--- src/rtl/hsb_pkg.sv ---
package hsb_pkg;

  typedef enum logic [1:0] {
    ST_STBY  = 2'd0,
    ST_RSTW  = 2'd1,
    ST_RUN   = 2'd2,
    ST_STOPW = 2'd3
  } hsb_state_e;

  // shift amount chosen by a 2-bit selection
  function automatic int unsigned hsb_pick_shift(
    input logic [1:0]  sel,
    input int unsigned s0,
    input int unsigned s1,
    input int unsigned s2,
    input int unsigned s3
  );
    case (sel)
      2'b00:   return s0;
      2'b01:   return s1;
      2'b10:   return s2;
      default: return s3;
    endcase
  endfunction

  // number of source cycles in a stabilization wait
  function automatic int unsigned hsb_wait_len(
    input logic [1:0]  sel,
    input int unsigned s0,
    input int unsigned s1,
    input int unsigned s2,
    input int unsigned s3
  );
    return 32'd1 << hsb_pick_shift(sel, s0, s1, s2, s3);
  endfunction

  function automatic int unsigned hsb_max4(
    input int unsigned a,
    input int unsigned b,
    input int unsigned c,
    input int unsigned d
  );
    int unsigned m;
    m = a;
    if (b > m) m = b;
    if (c > m) m = c;
    if (d > m) m = d;
    return (m == 0) ? 1 : m;
  endfunction

endpackage

--- src/rtl/hsb_pin_sync.sv ---
module hsb_pin_sync #(
  parameter int unsigned STAGES = 2
) (
  input  logic clk,
  input  logic clr_n,
  input  logic din,
  output logic dout
);

  logic [STAGES-1:0] chain_q;

  generate
    for (genvar g = 0; g < STAGES; g++) begin : g_stage
      if (g == 0) begin : g_first
        always_ff @(posedge clk or negedge clr_n) begin
          if (!clr_n) chain_q[g] <= 1'b0;
          else        chain_q[g] <= din;
        end
      end else begin : g_next
        always_ff @(posedge clk or negedge clr_n) begin
          if (!clr_n) chain_q[g] <= 1'b0;
          else        chain_q[g] <= chain_q[g-1];
        end
      end
    end
  endgenerate

  assign dout = chain_q[STAGES-1];

endmodule

--- src/rtl/hsb_sel_reg.sv ---
module hsb_sel_reg (
  input  logic       clk,
  input  logic       por_n,
  input  logic       wr_ok,
  input  logic [1:0] wdata,
  output logic [1:0] sel
);

  // only the power-on reset touches this field
  always_ff @(posedge clk or negedge por_n) begin
    if (!por_n)     sel <= 2'b11;
    else if (wr_ok) sel <= wdata;
  end

endmodule

--- src/rtl/hsb_stab_counter.sv ---
module hsb_stab_counter #(
  parameter int unsigned CNT_W = 17
) (
  input  logic             clk,
  input  logic             por_n,
  input  logic             clear,
  input  logic             run,
  input  logic [CNT_W-1:0] last,
  output logic             hit
);

  logic [CNT_W-1:0] cnt_q;

  assign hit = run && (cnt_q == last);

  always_ff @(posedge clk or negedge por_n) begin
    if (!por_n)     cnt_q <= '0;
    else if (clear) cnt_q <= '0;
    else if (run)   cnt_q <= hit ? '0 : cnt_q + 1'b1;
  end

endmodule

--- src/rtl/hsb_seq_fsm.sv ---
module hsb_seq_fsm
  import hsb_pkg::*;
(
  input  logic       clk,
  input  logic       por_n,
  input  logic       sync_hi,
  input  logic       stop_wake,
  input  logic       wait_hit,
  output hsb_state_e state,
  output logic       cnt_clear,
  output logic       cnt_run,
  output logic       done
);

  hsb_state_e nxt;

  always_comb begin
    nxt = state;
    if (!sync_hi) begin
      nxt = ST_STBY;
    end else begin
      case (state)
        ST_STBY:  nxt = ST_RSTW;
        ST_RSTW:  if (wait_hit)  nxt = ST_RUN;
        ST_RUN:   if (stop_wake) nxt = ST_STOPW;
        ST_STOPW: if (wait_hit)  nxt = ST_RUN;
        default:  nxt = ST_STBY;
      endcase
    end
  end

  assign cnt_clear = (state == ST_STBY) || (state == ST_RUN);
  assign cnt_run   = sync_hi && ((state == ST_RSTW) || (state == ST_STOPW));

  always_ff @(posedge clk or negedge por_n) begin
    if (!por_n) begin
      state <= ST_STBY;
      done  <= 1'b0;
    end else begin
      state <= nxt;
      done  <= wait_hit && sync_hi;
    end
  end

endmodule

--- src/rtl/hsb_wake_seq.sv ---
module hsb_wake_seq
  import hsb_pkg::*;
#(
  parameter int unsigned SHIFT0    = 10,
  parameter int unsigned SHIFT1    = 13,
  parameter int unsigned SHIFT2    = 15,
  parameter int unsigned SHIFT3    = 17,
  parameter int unsigned SYNC_STGS = 2
) (
  input  logic       clk_src,
  input  logic       por_n,
  input  logic       ext_rst_n,
  input  logic       sw_rst,
  input  logic       standby_n,
  input  logic       stop_wake,
  input  logic       sel_we,
  input  logic [1:0] sel_wdata,
  output logic       osc_en,
  output logic       pins_hiz,
  output logic       core_rst,
  output logic       stab_done,
  output logic [1:0] wait_sel
);

  localparam int unsigned CNT_W = hsb_max4(SHIFT0, SHIFT1, SHIFT2, SHIFT3);

  // named internal events, used by the checker
  logic             sync_clr_n;
  logic             sync_hi;
  hsb_state_e       state;
  logic             in_standby;
  logic             in_rst_wait;
  logic             in_stop_wait;
  logic             in_run;
  logic             cnt_clear;
  logic             cnt_run;
  logic             wait_hit;
  logic             sel_wr_ok;
  logic [CNT_W-1:0] cnt_last;

  // low pin or power-on reset clears the synchronizer at once
  assign sync_clr_n = standby_n & por_n;

  hsb_pin_sync #(.STAGES(SYNC_STGS)) sync_i (
    .clk   (clk_src),
    .clr_n (sync_clr_n),
    .din   (1'b1),
    .dout  (sync_hi)
  );

  hsb_seq_fsm fsm_i (
    .clk       (clk_src),
    .por_n     (por_n),
    .sync_hi   (sync_hi),
    .stop_wake (stop_wake),
    .wait_hit  (wait_hit),
    .state     (state),
    .cnt_clear (cnt_clear),
    .cnt_run   (cnt_run),
    .done      (stab_done)
  );

  assign cnt_last = CNT_W'(hsb_wait_len(wait_sel, SHIFT0, SHIFT1, SHIFT2, SHIFT3) - 1);

  hsb_stab_counter #(.CNT_W(CNT_W)) cnt_i (
    .clk   (clk_src),
    .por_n (por_n),
    .clear (cnt_clear),
    .run   (cnt_run),
    .last  (cnt_last),
    .hit   (wait_hit)
  );

  assign in_standby   = (state == ST_STBY);
  assign in_rst_wait  = (state == ST_RSTW);
  assign in_stop_wait = (state == ST_STOPW);
  assign in_run       = (state == ST_RUN);

  assign osc_en   = sync_hi && !in_standby;
  assign pins_hiz = !osc_en;
  assign core_rst = !sync_hi || in_standby || in_rst_wait || !ext_rst_n || sw_rst;

  assign sel_wr_ok = sel_we && sync_hi && (in_run || in_stop_wait) && !core_rst;

  hsb_sel_reg sel_i (
    .clk   (clk_src),
    .por_n (por_n),
    .wr_ok (sel_wr_ok),
    .wdata (sel_wdata),
    .sel   (wait_sel)
  );

endmodule

--- config.mk ---
export PLATFORM = sky130hd
export DESIGN_NAME = hsb_wake_seq
export DESIGN_NICKNAME = d
export VERILOG_FILES = /design/src/rtl/hsb_pkg.sv /design/src/rtl/hsb_pin_sync.sv /design/src/rtl/hsb_sel_reg.sv /design/src/rtl/hsb_stab_counter.sv /design/src/rtl/hsb_seq_fsm.sv /design/src/rtl/hsb_wake_seq.sv
export SDC_FILE = /design/constraint.sdc
export NUM_CORES = 1
export LEC_CHECK = 0
export BUFFER_PORTS_ARGS = -buffer_cell sky130_fd_sc_hd__buf_2
export CORE_ASPECT_RATIO = 1.75
export CORE_MARGIN = 10
export CORE_UTILIZATION = 58
export CTS_CLUSTER_DIAMETER = 100
export DETAILED_ROUTE_END_ITERATION = 8
export PLACE_DENSITY = 0.78
export SETUP_SLACK_MARGIN = 0.4
export SLEW_MARGIN = 20
export SYNTH_ARGS = -nofsm -noshare
export SYNTH_HDL_FRONTEND = slang
export SYNTH_HIERARCHICAL = 1
export SYNTH_SLANG_ARGS = --single-unit
--- constraint.sdc ---
create_clock -name clk_src -period 3.5 [get_ports clk_src]
set_input_delay 0.35 -clock clk_src [delete_from_list [all_inputs] [get_ports clk_src]]
set_output_delay 0.35 -clock clk_src [all_outputs]
set_load 0.03 [all_outputs]
### Word-level counts from Yosys, hierarchy flattened

Index checks and enable logic that the tools add are counted.
Widths: inputs -> output; s select.

* output and inout port bits: 6
* bits in read-only memories: 0
* memories: 0
* register bits: 24
* latch bits: 0
* memory bits (writable): 0

* bitwise logic cells: 1
* $mul: 0
* div/mod/pow operators: 0
* equality and inequality tests: 8
* shift operators: 1
* order comparisons: 0
* add/subtract/negate cells: 2
* mux-type cells: 8
* reductions and logical operators: 24

Operators with widths (count)
* $mux 17: 3
* $add 17x1->17 const B: 1
* $eq 17x17->1: 1
* $shl 1x5->17 const A: 1
* $sub 17x1->17 const B: 1
* $pmux 5 s3: 1
* $logic_and 1x1->1: 7
* $logic_or 1x1->1: 7
* $eq 2x2->1 const B: 3
* $mux 2: 3
* $pmux 2 s3: 1
* $logic_not 1->1: 5
* $eq 2x1->1 const B: 2
* $logic_not 2->1: 2
* $ne 3x2->1 const B: 1
* $ne 3x3->1 const B: 1
* $reduce_and 2->1: 1
* $reduce_bool 2->1: 1
* $reduce_or 2->1: 1
* $and 1x1->1: 1

### Longest topological paths before layout

Gate-level depths: netlist (run 1).

* depth after elaboration: 9
* mapped depth: 10
* mapped depth without buffers: 10

### Hierarchy

The synthesis (run 1) kept the hierarchy.

Modules (own cells, without submodules)
* hsb_stab_counter: area each 1202.4 um2, times used 1, cells an instance 140
* hsb_wake_seq: area each 175.2 um2, times used 1, cells an instance 23
* hsb_seq_fsm: area each 117.6 um2, times used 1, cells an instance 10
* hsb_sel_reg: area each 75.1 um2, times used 1, cells an instance 4
* hsb_pin_sync: area each 50.0 um2, times used 1, cells an instance 2

### Worst setup path after synthesis (run 1)

Ideal clock, no wire load.

* path type: reg-to-reg
* start: register sel_i.sel[0]
* end: register fsm_i.state[0]
* setup time: 0.126 ns
* setup slack: 0.744 ns
* clock period less this slack: 2.756 ns
* cell stages (with the launch flop): 11
* buffers on the path: 0
* arrival: 2.630 ns
* cells stage by stage: dfstp_2 > inv_1 > ha_1 > nor4b_4 > mux2i_1 > xor2_1 > nor4_1 > nand3_1 > nor3_1 > nand2_1 > o311a_1

* word-level cells in the longest chain between the ends: 8

Ends and longest elaborated chain
* start: declaration: RTL line hsb_sel_reg.sv:6 `output logic [1:0] sel`
* start signal: assignment: RTL line hsb_sel_reg.sv:12 `else if (wr_ok) sel <= wdata;`
* $eq 2x2->1 (tied with other cells): RTL line hsb_pkg.sv:18 `case (sel)`
* $pmux 5 s3 *: RTL line hsb_pkg.sv:18
* $shl 1x5->17 *: RTL line hsb_pkg.sv:34 `return 32'd1 << hsb_pick_shift(sel, s0, s1, s2, s3);`
* $sub 17x1->17 *: RTL line hsb_wake_seq.sv:63 `assign cnt_last = CNT_W'(hsb_wait_len(wait_sel, SHIFT0, SHIFT1, SHIFT2, SHIFT3) - 1);`
* via cnt_last[9]: RTL line hsb_wake_seq.sv:39 `logic [CNT_W-1:0] cnt_last;`
* $eq 17x17->1 *: RTL line hsb_stab_counter.sv:14 `assign hit = run && (cnt_q == last);`
* $logic_and 1x1->1 *: RTL line hsb_stab_counter.sv:14
* via wait_hit: RTL line hsb_wake_seq.sv:37 `logic wait_hit;`
* $ne 3x2->1 (no source line) *
* $reduce_and 2->1 (no source line) *
* end signal: assignment: RTL line hsb_seq_fsm.sv:40 `state <= nxt;`
* end: declaration: RTL line hsb_seq_fsm.sv:9 `output hsb_state_e state,`

Mark *: on every way through the listed nets, which the timed path passes. The rest lies on a longest branch.
A chain may end at the register's enable or synchronous reset.

### Worst setup path after layout (run 1)

Ends and elaborated chain as after synthesis.

==> flow_metrics.tcl, run 1 <==
set metrics [dict create \
    outcome "completed" \
    most-common-layout-cells "dfrtp_1, nor2_1, xor2_1" \
    routability_cong 0.864 \
    synth_top_area_share_pct 34.0 \
    cts.clk_slew.worst_paths_ps 80 \
    clock-sinks 24 \
    hp_class "in2async" \
    yosys_most_used_dff "dfrtp_1" \
    grt_antenna_before_repair 0 \
    synth_edf_count 0 \
    grt_first_pass_wirelength_um 5880 \
    finalWirelength_um 3280 \
    maxCapViolCount 0 \
    htreeDepth 1 \
    power.total_w 0.000488 \
    synth_area_leader_cell "dfrtp_1" \
    cp_cell_sequence "inv_1, ha_1, nor4b_4, mux2i_1, xor2_1, nor4_1, nand3_1, nor3_1, nand2_1, o311a_1" \
    initial_utilization_pct 60.2 \
    report.final.setup_viol 0 \
    synth_area_per_cell_sq_um 9.05 \
    worst_slew_pin_slew_ps 584 \
    first_pass_iters 4 \
    synth-seq-cells 24 \
    drc_violations_left 0 \
    slew_violations 0 \
    ys_seq_area_share_pct 37.2 \
    crit_path_top_delay_cell "dfstp_2" \
    final_common_cell "dfrtp_1" \
    grt_usage_pct 13.3 \
    grt_pass1_vias 1302 \
    worst_case_clock_skew_ps 4.78 \
    cts-root-to-sink-buffers 2 \
    route.detailed.wl_per_inst_um 14.8 \
    critical_path_required_ps 3650 \
    count_of_inserted_antenna_diode_cells 0 \
    final_hold_viol_count 0 \
    final.period_utilization_pct 84.9 \
    place.port_buffers 14 \
    rr_startpoint "sel_i/sel[0]$_DFFE_PN1P_" \
    ant_nets 0 \
    clock_tree.root_cell "clkbuf_8" \
    clk_latency_ps 260 \
    leakagePower_nw 0.827 \
    floorplan.io_pins 15 \
    dr.first_iter.drc_count 20 \
    avgViaCountPerCell 5.71 \
    final.min_clock_period_ps 2970 \
    timing.max_slew.rel_slack_pct 61.0 \
    tns_ps 0 \
    layout.core_utilization_pct 64.7 \
    cts-resized-gates 0 \
    max-vdd-ir-drop_v 0.000237 \
    cp_slowest_stage_delay_ps 570 \
    filler_cell_count 224 \
    inserted_clock_buffers 3 \
    tritoncts "yes" \
    via_count 1268 \
    timing.critical_path.buf_inv 1 \
    grt_max_degree 26 \
    crit_path_max_fanout 5 \
    critical_path.startpoint_type "flop" \
    p_per_area_mw_per_mm2 281 \
    cp-end-kind "flop" \
    grt.overflow.total 0 \
    cts_post_setup_buffers_inserted 0 \
    die_h_um 89.9 \
    final_net_count 211 \
    synth_async_sr_flop_share_pct 100 \
    syn2layout_area_growth_pct 7.34 \
    dieWidth_um 60.0 \
    core.rowCount 25 \
    rsz0062_at_grt "yes" \
    dieArea_sq_mm 0.00539 \
    timing.setup.critical_path_class "reg2reg" \
    design.core.area_sq_mm 0.00269 \
    critical-path-top-delay-family "simple AND/OR/NAND/NOR gates" \
    final_layout_size_suffix_gt1_share_pct 14.4 \
    dp.final_hpwl_um 2490 \
    syn_inst 179 \
    synth.distinct_cells 40 \
    timing.critical_path.arrival_ps 3120 \
    synth.top_cells.by_area "dfrtp_1, xor2_1, mux2i_1, nor4_1, ha_1" \
    yosysWarningCount 6 \
    startpoint "sel_i/sel[0]$_DFFE_PN1P_" \
    maxClockFrequency_mhz 337 \
    synth.cell_area_sq_mm 0.00162 \
]
logic make-up (layout without fill, tap and decap cells):
logic type,Yosys count,after routing,synth area share [%]
AND/OR/NAND/NOR,82,82,27.6
flip-flops,24,24,37.2
XOR/XNOR,21,21,11.4
buffers and inverters,21,29,6.64
AO/OA/AOI/OAI,13,13,5.33
multiplexers,11,11,6.95
adder cells (fa/ha/maj),6,6,4.63
other,1,9,0.231
layer usage:
metal | part of all wire [%] | up-vias | wire, um | GRT usage [%]
met4 | 1.5 | 0 | 50 | 5.83
li1 | - | 639 | - | -
met3 | 2.3 | 4 | 77 | 1.97
met5 | 0 | - | 0 | 0
met1 | 40 | 611 | 1320 | 15.1
met2 | 56 | 14 | 1840 | 22.9
cells in the mapped netlist (all sizes together) (6+ instances only):
master / n
nor4: 13
nand4: 7
mux2i: 9
xor2: 17
nand2: 14
nand3: 9
nor3: 8
buf: 7
ha: 6
dfrtp: 22
inv: 10
nor2: 18
path summary, 6_finish.rpt:
kind                            slack (ps)  cells after the start                          end
worst max-delay path                   530                     10   fsm_i/state[0]$_DFFE_PN0P_
worst min-delay path                    50                      1   cnt_i/cnt_q[4]$_DFFE_PN0P_
worst max register to register         530                     10   fsm_i/state[0]$_DFFE_PN0P_
worst min register to register         360                      0        sync_i/dout$_DFF_PN0_
min in group clk_src                   320                      2     sel_i/sel[1]$_DFFE_PN1P_
max in group asynchronous             2860                      3  sync_i/chain_q[0]$_DFF_PN0_
where the power goes:
part | switching, W | internal, W
registers | 0.00000434 | 0.000280
clock network | 0.0000831 | 0.0000812
logic | 0.0000267 | 0.0000129
final cells by class:
cell class | count | area (sq um) | share of cell area, %
Multi-Input combinational cell | 142 | 940 | 54.0
Sequential cell | 24 | 603 | 34.7
Timing Repair Buffer | 15 | 80.1 | 4.60
Clock buffer | 4 | 45.0 | 2.59
Inverter | 10 | 37.5 | 2.16
Tap cell | 27 | 33.8 | 1.94
metrics by stage:
stage	setup WS (ps)	area [sq um]	hold WS [ps]	instances
after floorplan	744	1650	54.4	187
after global placement	620	1680	245	217
after detailed placement	550	1680	249	217
after CTS	518	1740	57.3	222
after global routing	336	1740	81.3	222
final	530	1740	48.6	222
worst register-to-register path: stages (launching register included):
cell and delay (ps):
dfstp_2 570, inv_1 80, ha_1 350, nor4b_4 320
mux2i_1 260, xor2_1 90, nor4_1 260, nand3_1 200
nor3_1 460, nand2_1 130, o311a_1 140
repair_timing:
item,CTS,global route
setup endpoints to repair,0,14
endpoints found under the hold margin,2,0
hold buffers,1,0
flip-flops by register name (all words and copies together), names as in the netlist:
register,flops
cnt_i/cnt_q,17
fsm_i/done,1
fsm_i/state,2
sel_i/sel,2
sync_i/chain_q,1
sync_i/dout,1
Power figures use the tool's default switching activity.
==> run 2: changes to the inputs <==
- clock period: 3.5 -> 2.9 ns (I/O delays scaled with it)
==> flow_metrics.tcl, run 2 (synthesized netlist as in run 1, its figures left out) <==
set metrics [dict create \
    cts-root-to-sink-buffers 2 \
    worst_case_clock_skew_ps 2.62 \
    post_layout_inst_area_sq_mm 0.00197 \
    crit_path_max_fanout 3 \
    design.core.area_sq_mm 0.00269 \
    grt.overflow.total 0 \
    final_net_count 220 \
    cp_slowest_stage_delay_ps 560 \
    dieArea_sq_mm 0.00539 \
    outcome "completed" \
    holdWs_ps 259 \
    dp.final_hpwl_um 2710 \
    hold_path_startpoint "stop_wake" \
    rsz0062_at_grt "yes" \
    die_h_um 89.9 \
    first_pass_iters 4 \
    hp_class "in2reg" \
    p_per_area_mw_per_mm2 318 \
    via_count 1388 \
    tns_ps 0 \
    timing.critical_path.buf_inv 3 \
    final_layout_size_suffix_gt1_share_pct 26.0 \
    regToRegEndpoint "cnt_i/cnt_q[15]$_DFFE_PN0P_" \
    ant_nets 0 \
    finalWirelength_um 3960 \
    report.final.setup_viol 0 \
    place.port_buffers 14 \
    initial_utilization_pct 60.2 \
    grt_max_degree 26 \
    largest_registers "cnt_i/cnt_q: 17 flops, fsm_i/state: 2 flops, sel_i/sel: 2 flops" \
    cp_cell_sequence "inv_4, ha_4, nor4b_4, nand2b_1, xor2_1, nor4_1, nand3_1, buf_4, nor3_4, buf_4, a211oi_2" \
    preCtsSetupSlack_ps 348 \
    final_common_cell "dfrtp_1" \
    cp-end-kind "flop" \
    grt_pass1_vias 1450 \
    clock-sinks 24 \
    critical-path-top-delay-family "simple AND/OR/NAND/NOR gates" \
    power.total_w 0.000626 \
    clk_latency_ps 270 \
    timing.max_slew.rel_slack_pct 37.9 \
    maxCapViolCount 0 \
    critical_path_required_ps 3010 \
    max-vdd-ir-drop_v 0.000295 \
    maxClockFrequency_mhz 392 \
    placedInstanceArea_sq_mm 0.00171 \
    timing.setup.critical_path_class "reg2reg" \
    final.min_clock_period_ps 2550 \
    drc_violations_left 0 \
    final.period_utilization_pct 88.0 \
    inserted_clock_buffers 3 \
    dieWidth_um 60.0 \
    grt_usage_pct 15.0 \
    worstHoldPathCells 2 \
    slew_violations 0 \
    leakagePower_nw 0.902 \
    final_hold_viol_count 0 \
    worst_path_most_repeated_cell "buf_4" \
    most-common-layout-cells "dfrtp_1, nor2_1, xor2_1" \
    route.detailed.wl_per_inst_um 17.1 \
    cts.clk_slew.worst_paths_ps 80 \
    min_to "fsm_i/state[0]$_DFFE_PN0P_" \
    tritoncts "yes" \
    grt_first_pass_wirelength_um 6510 \
    worst_slew_pin_slew_ps 930 \
    avgViaCountPerCell 6.01 \
    htreeDepth 1 \
    top_register "cnt_i/cnt_q" \
    rr_startpoint "sel_i/sel[0]$_DFFE_PN1P_" \
    critical_path.startpoint_type "flop" \
    floorplan.io_pins 15 \
    clock_tree.root_cell "clkbuf_8" \
    largest_reg_flops 17 \
    dr.first_iter.drc_count 39 \
    worstRegToRegCells 11 \
    grt_antenna_before_repair 0 \
    final_critical_path_setup_slack_ps 347 \
    timing.critical_path.arrival_ps 2670 \
    crit_path_top_delay_cell "dfstp_2" \
    syn2layout_area_growth_pct 21.4 \
    routability_cong 0.896 \
    r2r_slack_ps 350 \
    core.rowCount 25 \
    count_of_inserted_antenna_diode_cells 0 \
]
run 2: cell count changes in the layout (fill, tap and decap cells not counted), moves of 3 or more:
cell    before  now
nor4_4       0    4
nor3_1       8    3
nor3_4       0    3
buf_4        0    6
nor4_1      13    7
run 2: how the worst max path moves through the flow:
stage	slack, ps	to	cells after the start	startpoint
4_1_cts	410	cnt_i/cnt_q[0]$_DFFE_PN0P_	10	sel_i/sel[0]$_DFFE_PN1P_
3_5_place_dp	350	fsm_i/state[1]$_DFFE_PN0P_	10	sel_i/sel[0]$_DFFE_PN1P_
2_1_floorplan	460	cnt_i/cnt_q[14]$_DFFE_PN0P_	10	sel_i/sel[0]$_DFFE_PN1P_
6_report	350	cnt_i/cnt_q[15]$_DFFE_PN0P_	11	sel_i/sel[0]$_DFFE_PN1P_
3_3_place_gp	430	fsm_i/state[0]$_DFFE_PN0P_	10	sel_i/sel[0]$_DFFE_PN1P_
5_1_grt	240	fsm_i/state[0]$_DFFE_PN0P_	11	sel_i/sel[0]$_DFFE_PN1P_
run 2: area by class of cell:
| type | count | area [sq um] |
|---|---|---|
| inverters | 10 | 40.0 |
| repair buffers | 24 | 158 |
| multi-input cells | 142 | 1080 |
| fillers | 184 | 723 |
| well taps | 27 | 33.8 |
| clock buffers | 4 | 55.1 |
| flip-flops and latches | 24 | 603 |
run 2: routing by layer:
layer  up-vias  GRT usage (%)  wire length [um]
met5         -              0                 0
met2        20           26.0              2270
li1        663              -                 -
met1       695           16.0              1480
met3        10           2.25                91
met4         0           8.46               117
run 2: per-stage QoR:
| stage | cells | utilization, % |
|---|---|---|
| final | 231 | 73.1 |
| after global routing | 231 | 73.1 |
| after CTS | 229 | 68.3 |
| after detailed placement | 218 | 63.6 |
| after global placement | 218 | 63.6 |
| after floorplan | 187 | - |
run 2: where the power goes:
| group | switching, W | total (W) | internal (W) | leakage, nW |
|---|---|---|---|---|
| clock | 0.000105 | 0.000227 | 0.000121 | 0.0288 |
| combinational | 0.0000386 | 0.0000556 | 0.0000171 | 0.552 |
| sequential | 0.00000519 | 0.000343 | 0.000338 | 0.322 |
| total | 0.000149 | 0.000626 | 0.000476 | 0.902 |
run 2: timing repair:
item                       CTS  global route
resized for setup            2            22
setup endpoints to repair    5            20
hold buffers                 2             0
pin swaps                    1            14
setup buffers                5             1
gates cloned                 0             1
hold endpoints to repair     6             0
==> run 3: changes to the inputs <==
- CORE_ASPECT_RATIO: 1.75 -> unset
- PLACE_DENSITY: 0.78 -> 0.84
==> flow_metrics.tcl, run 3 (synthesized netlist as in run 1, its figures left out) <==
set metrics [dict create \
    outcome "completed" \
    largest_registers "cnt_i/cnt_q: 17 flops, fsm_i/state: 2 flops, sel_i/sel: 2 flops" \
    via_count 1382 \
    final_critical_path_setup_slack_ps 338 \
    dieWidth_um 72.9 \
    dieArea_sq_mm 0.00531 \
    preCtsSetupSlack_ps 267 \
    count_of_inserted_antenna_diode_cells 0 \
    hp_class "in2reg" \
    core.rowCount 19 \
    power.internal_w 0.000495 \
    sw_frac_of_total_pct 22.4 \
    final.period_utilization_pct 88.3 \
    worst_case_clock_skew_ps 7.57 \
    die_h_um 72.9 \
    final_common_cell "dfrtp_1" \
    route.detailed.wl_per_inst_um 15.9 \
    maxCapViolCount 0 \
    final_net_count 219 \
    routability_cong 0.976 \
    clock_tree.root_cell "clkbuf_4" \
    clock-sinks 24 \
    power.switching_w 0.000143 \
    final.min_clock_period_ps 2560 \
    slew_violations 0 \
    floorplan.io_pins 15 \
    htreeDepth 1 \
    cts-root-to-sink-buffers 2 \
    power.total_w 0.000638 \
    tritoncts "yes" \
    ant_nets 0 \
    timing.setup.critical_path_class "reg2reg" \
    clk_latency_ps 320 \
    initial_utilization_pct 59.8 \
    grt_first_pass_wirelength_um 6430 \
    most-common-layout-cells "dfrtp_1, nor2_1, xor2_1" \
    worstRegToRegCells 11 \
    grt.overflow.total 0 \
    share_comb_of_total_power_pct 7.9 \
    design.core.area_sq_mm 0.00271 \
    grt_antenna_before_repair 0 \
    place.port_buffers 14 \
    critical_path_required_ps 3090 \
    dr.first_iter.drc_count 73 \
    top_register "cnt_i/cnt_q" \
    drc_violations_left 0 \
    pwr-share-seq_pct 53.9 \
    grt_max_degree 26 \
    p_per_area_mw_per_mm2 345 \
    finalWirelength_um 3730 \
    cp-end-kind "flop" \
    maxClockFrequency_mhz 390 \
    tns_ps 0 \
    max-vdd-ir-drop_v 0.000236 \
    clock_power_share_pct 38.2 \
    crit_path_max_fanout 7 \
    worstHoldPathCells 2 \
    grt_pass1_vias 1389 \
    worst_slew_pin_slew_ps 556 \
    leakagePower_nw 0.878 \
    final_hold_viol_count 0 \
    avgViaCountPerCell 5.91 \
    rsz0062_at_grt "yes" \
    inserted_clock_buffers 3 \
    final_layout_size_suffix_gt1_share_pct 20.2 \
    dp.final_hpwl_um 2620 \
    grt_usage_pct 14.9 \
    critical_path.startpoint_type "flop" \
    largest_reg_flops 17 \
    timing.max_slew.rel_slack_pct 62.9 \
    first_pass_iters 4 \
    report.final.setup_viol 0 \
    timing.critical_path.arrival_ps 2750 \
    syn2layout_area_growth_pct 14.2 \
    cts.clk_slew.worst_paths_ps 140 \
]
[run 3: changes by cell type in the layout (fill, tap and decap cells not counted), moves of 2 or more]
| cell | previous run | this run |
|---|---|---|
| nor4_1 | 7 | 13 |
| clkbuf_8 | 4 | 0 |
| nor3_1 | 3 | 7 |
| nor4_4 | 4 | 0 |
| clkbuf_4 | 0 | 3 |
| nor3_4 | 3 | 0 |
| buf_4 | 6 | 4 |
| nor4_2 | 2 | 0 |
[run 3: critical path, cell delays in order, from the launching register on]
cell	delay, ps
dfstp_2	590
inv_2	60
ha_4	280
nand2b_1	60
o22ai_1	260
xor2_1	110
nor4_1	340
nand3_1	220
buf_6	180
nor2_4	120
buf_6	150
nor4_1	60
[run 3: cell type report]
class | count | area, sq um
Clock buffer | 3 | 22.5
Clock inverter | 1 | 30.0
Fill cell | 208 | 860
Inverter | 10 | 37.5
Multi-Input combinational cell | 142 | 965
Sequential cell | 24 | 603
Tap cell | 31 | 38.8
Timing Repair Buffer | 23 | 154
[run 3: timing repair]
action	CTS	global route
endpoints found under the setup margin	16	20
pin swaps	1	6
hold buffers	2	0
cloned	1	0
gates resized for setup	5	1
hold endpoints to repair	22	0
buffers inserted	5	0
[run 3: power groups by stage]
stage	combinational [W]	sequential [W]	clock, W
3_3_place_gp	0.0000449	0.000349	0
6_report	0.0000504	0.000344	0.000244
5_1_grt	0.0000567	0.000344	0.000264
2_1_floorplan	0.0000330	0.000348	0
3_5_place_dp	0.0000468	0.000350	0
4_1_cts	0.0000497	0.000344	0.000250
[run 3: metal layers]
layer  track usage (%)  share of wire (%)  wire (um)
met1              17.1                 41       1540
met4              9.28                3.7        138
met2              25.3                 51       1910
met5                 0                  0          0
met3              2.18                3.8        140
[run 3: final timing paths]
kind	startpoint	end	slack [ps]
worst max-delay path	sel_i/sel[1]$_DFFE_PN1P_	cnt_i/cnt_q[16]$_DFFE_PN0P_	340
worst min-delay path	sel_wdata[0]	sel_i/sel[0]$_DFFE_PN1P_	190
worst max register to register	sel_i/sel[1]$_DFFE_PN1P_	cnt_i/cnt_q[16]$_DFFE_PN0P_	340
worst min register to register	sync_i/chain_q[0]$_DFF_PN0_	sync_i/dout$_DFF_PN0_	380
max in group asynchronous	por_n	sync_i/dout$_DFF_PN0_	1990
min in group asynchronous	standby_n	sync_i/chain_q[0]$_DFF_PN0_	360
[run 3: metrics by stage]
step / utilization [%] / hold slack, ps / area, sq um / instances
after global placement: 63.3 / 183 / 1720 / 222
after CTS: 68.1 / 187 / 1850 / 234
final: 68.3 / 189 / 1850 / 234
after global routing: 68.3 / 179 / 1850 / 234
after detailed placement: 63.3 / 187 / 1720 / 222
after floorplan: - / -5.59 / 1680 / 187
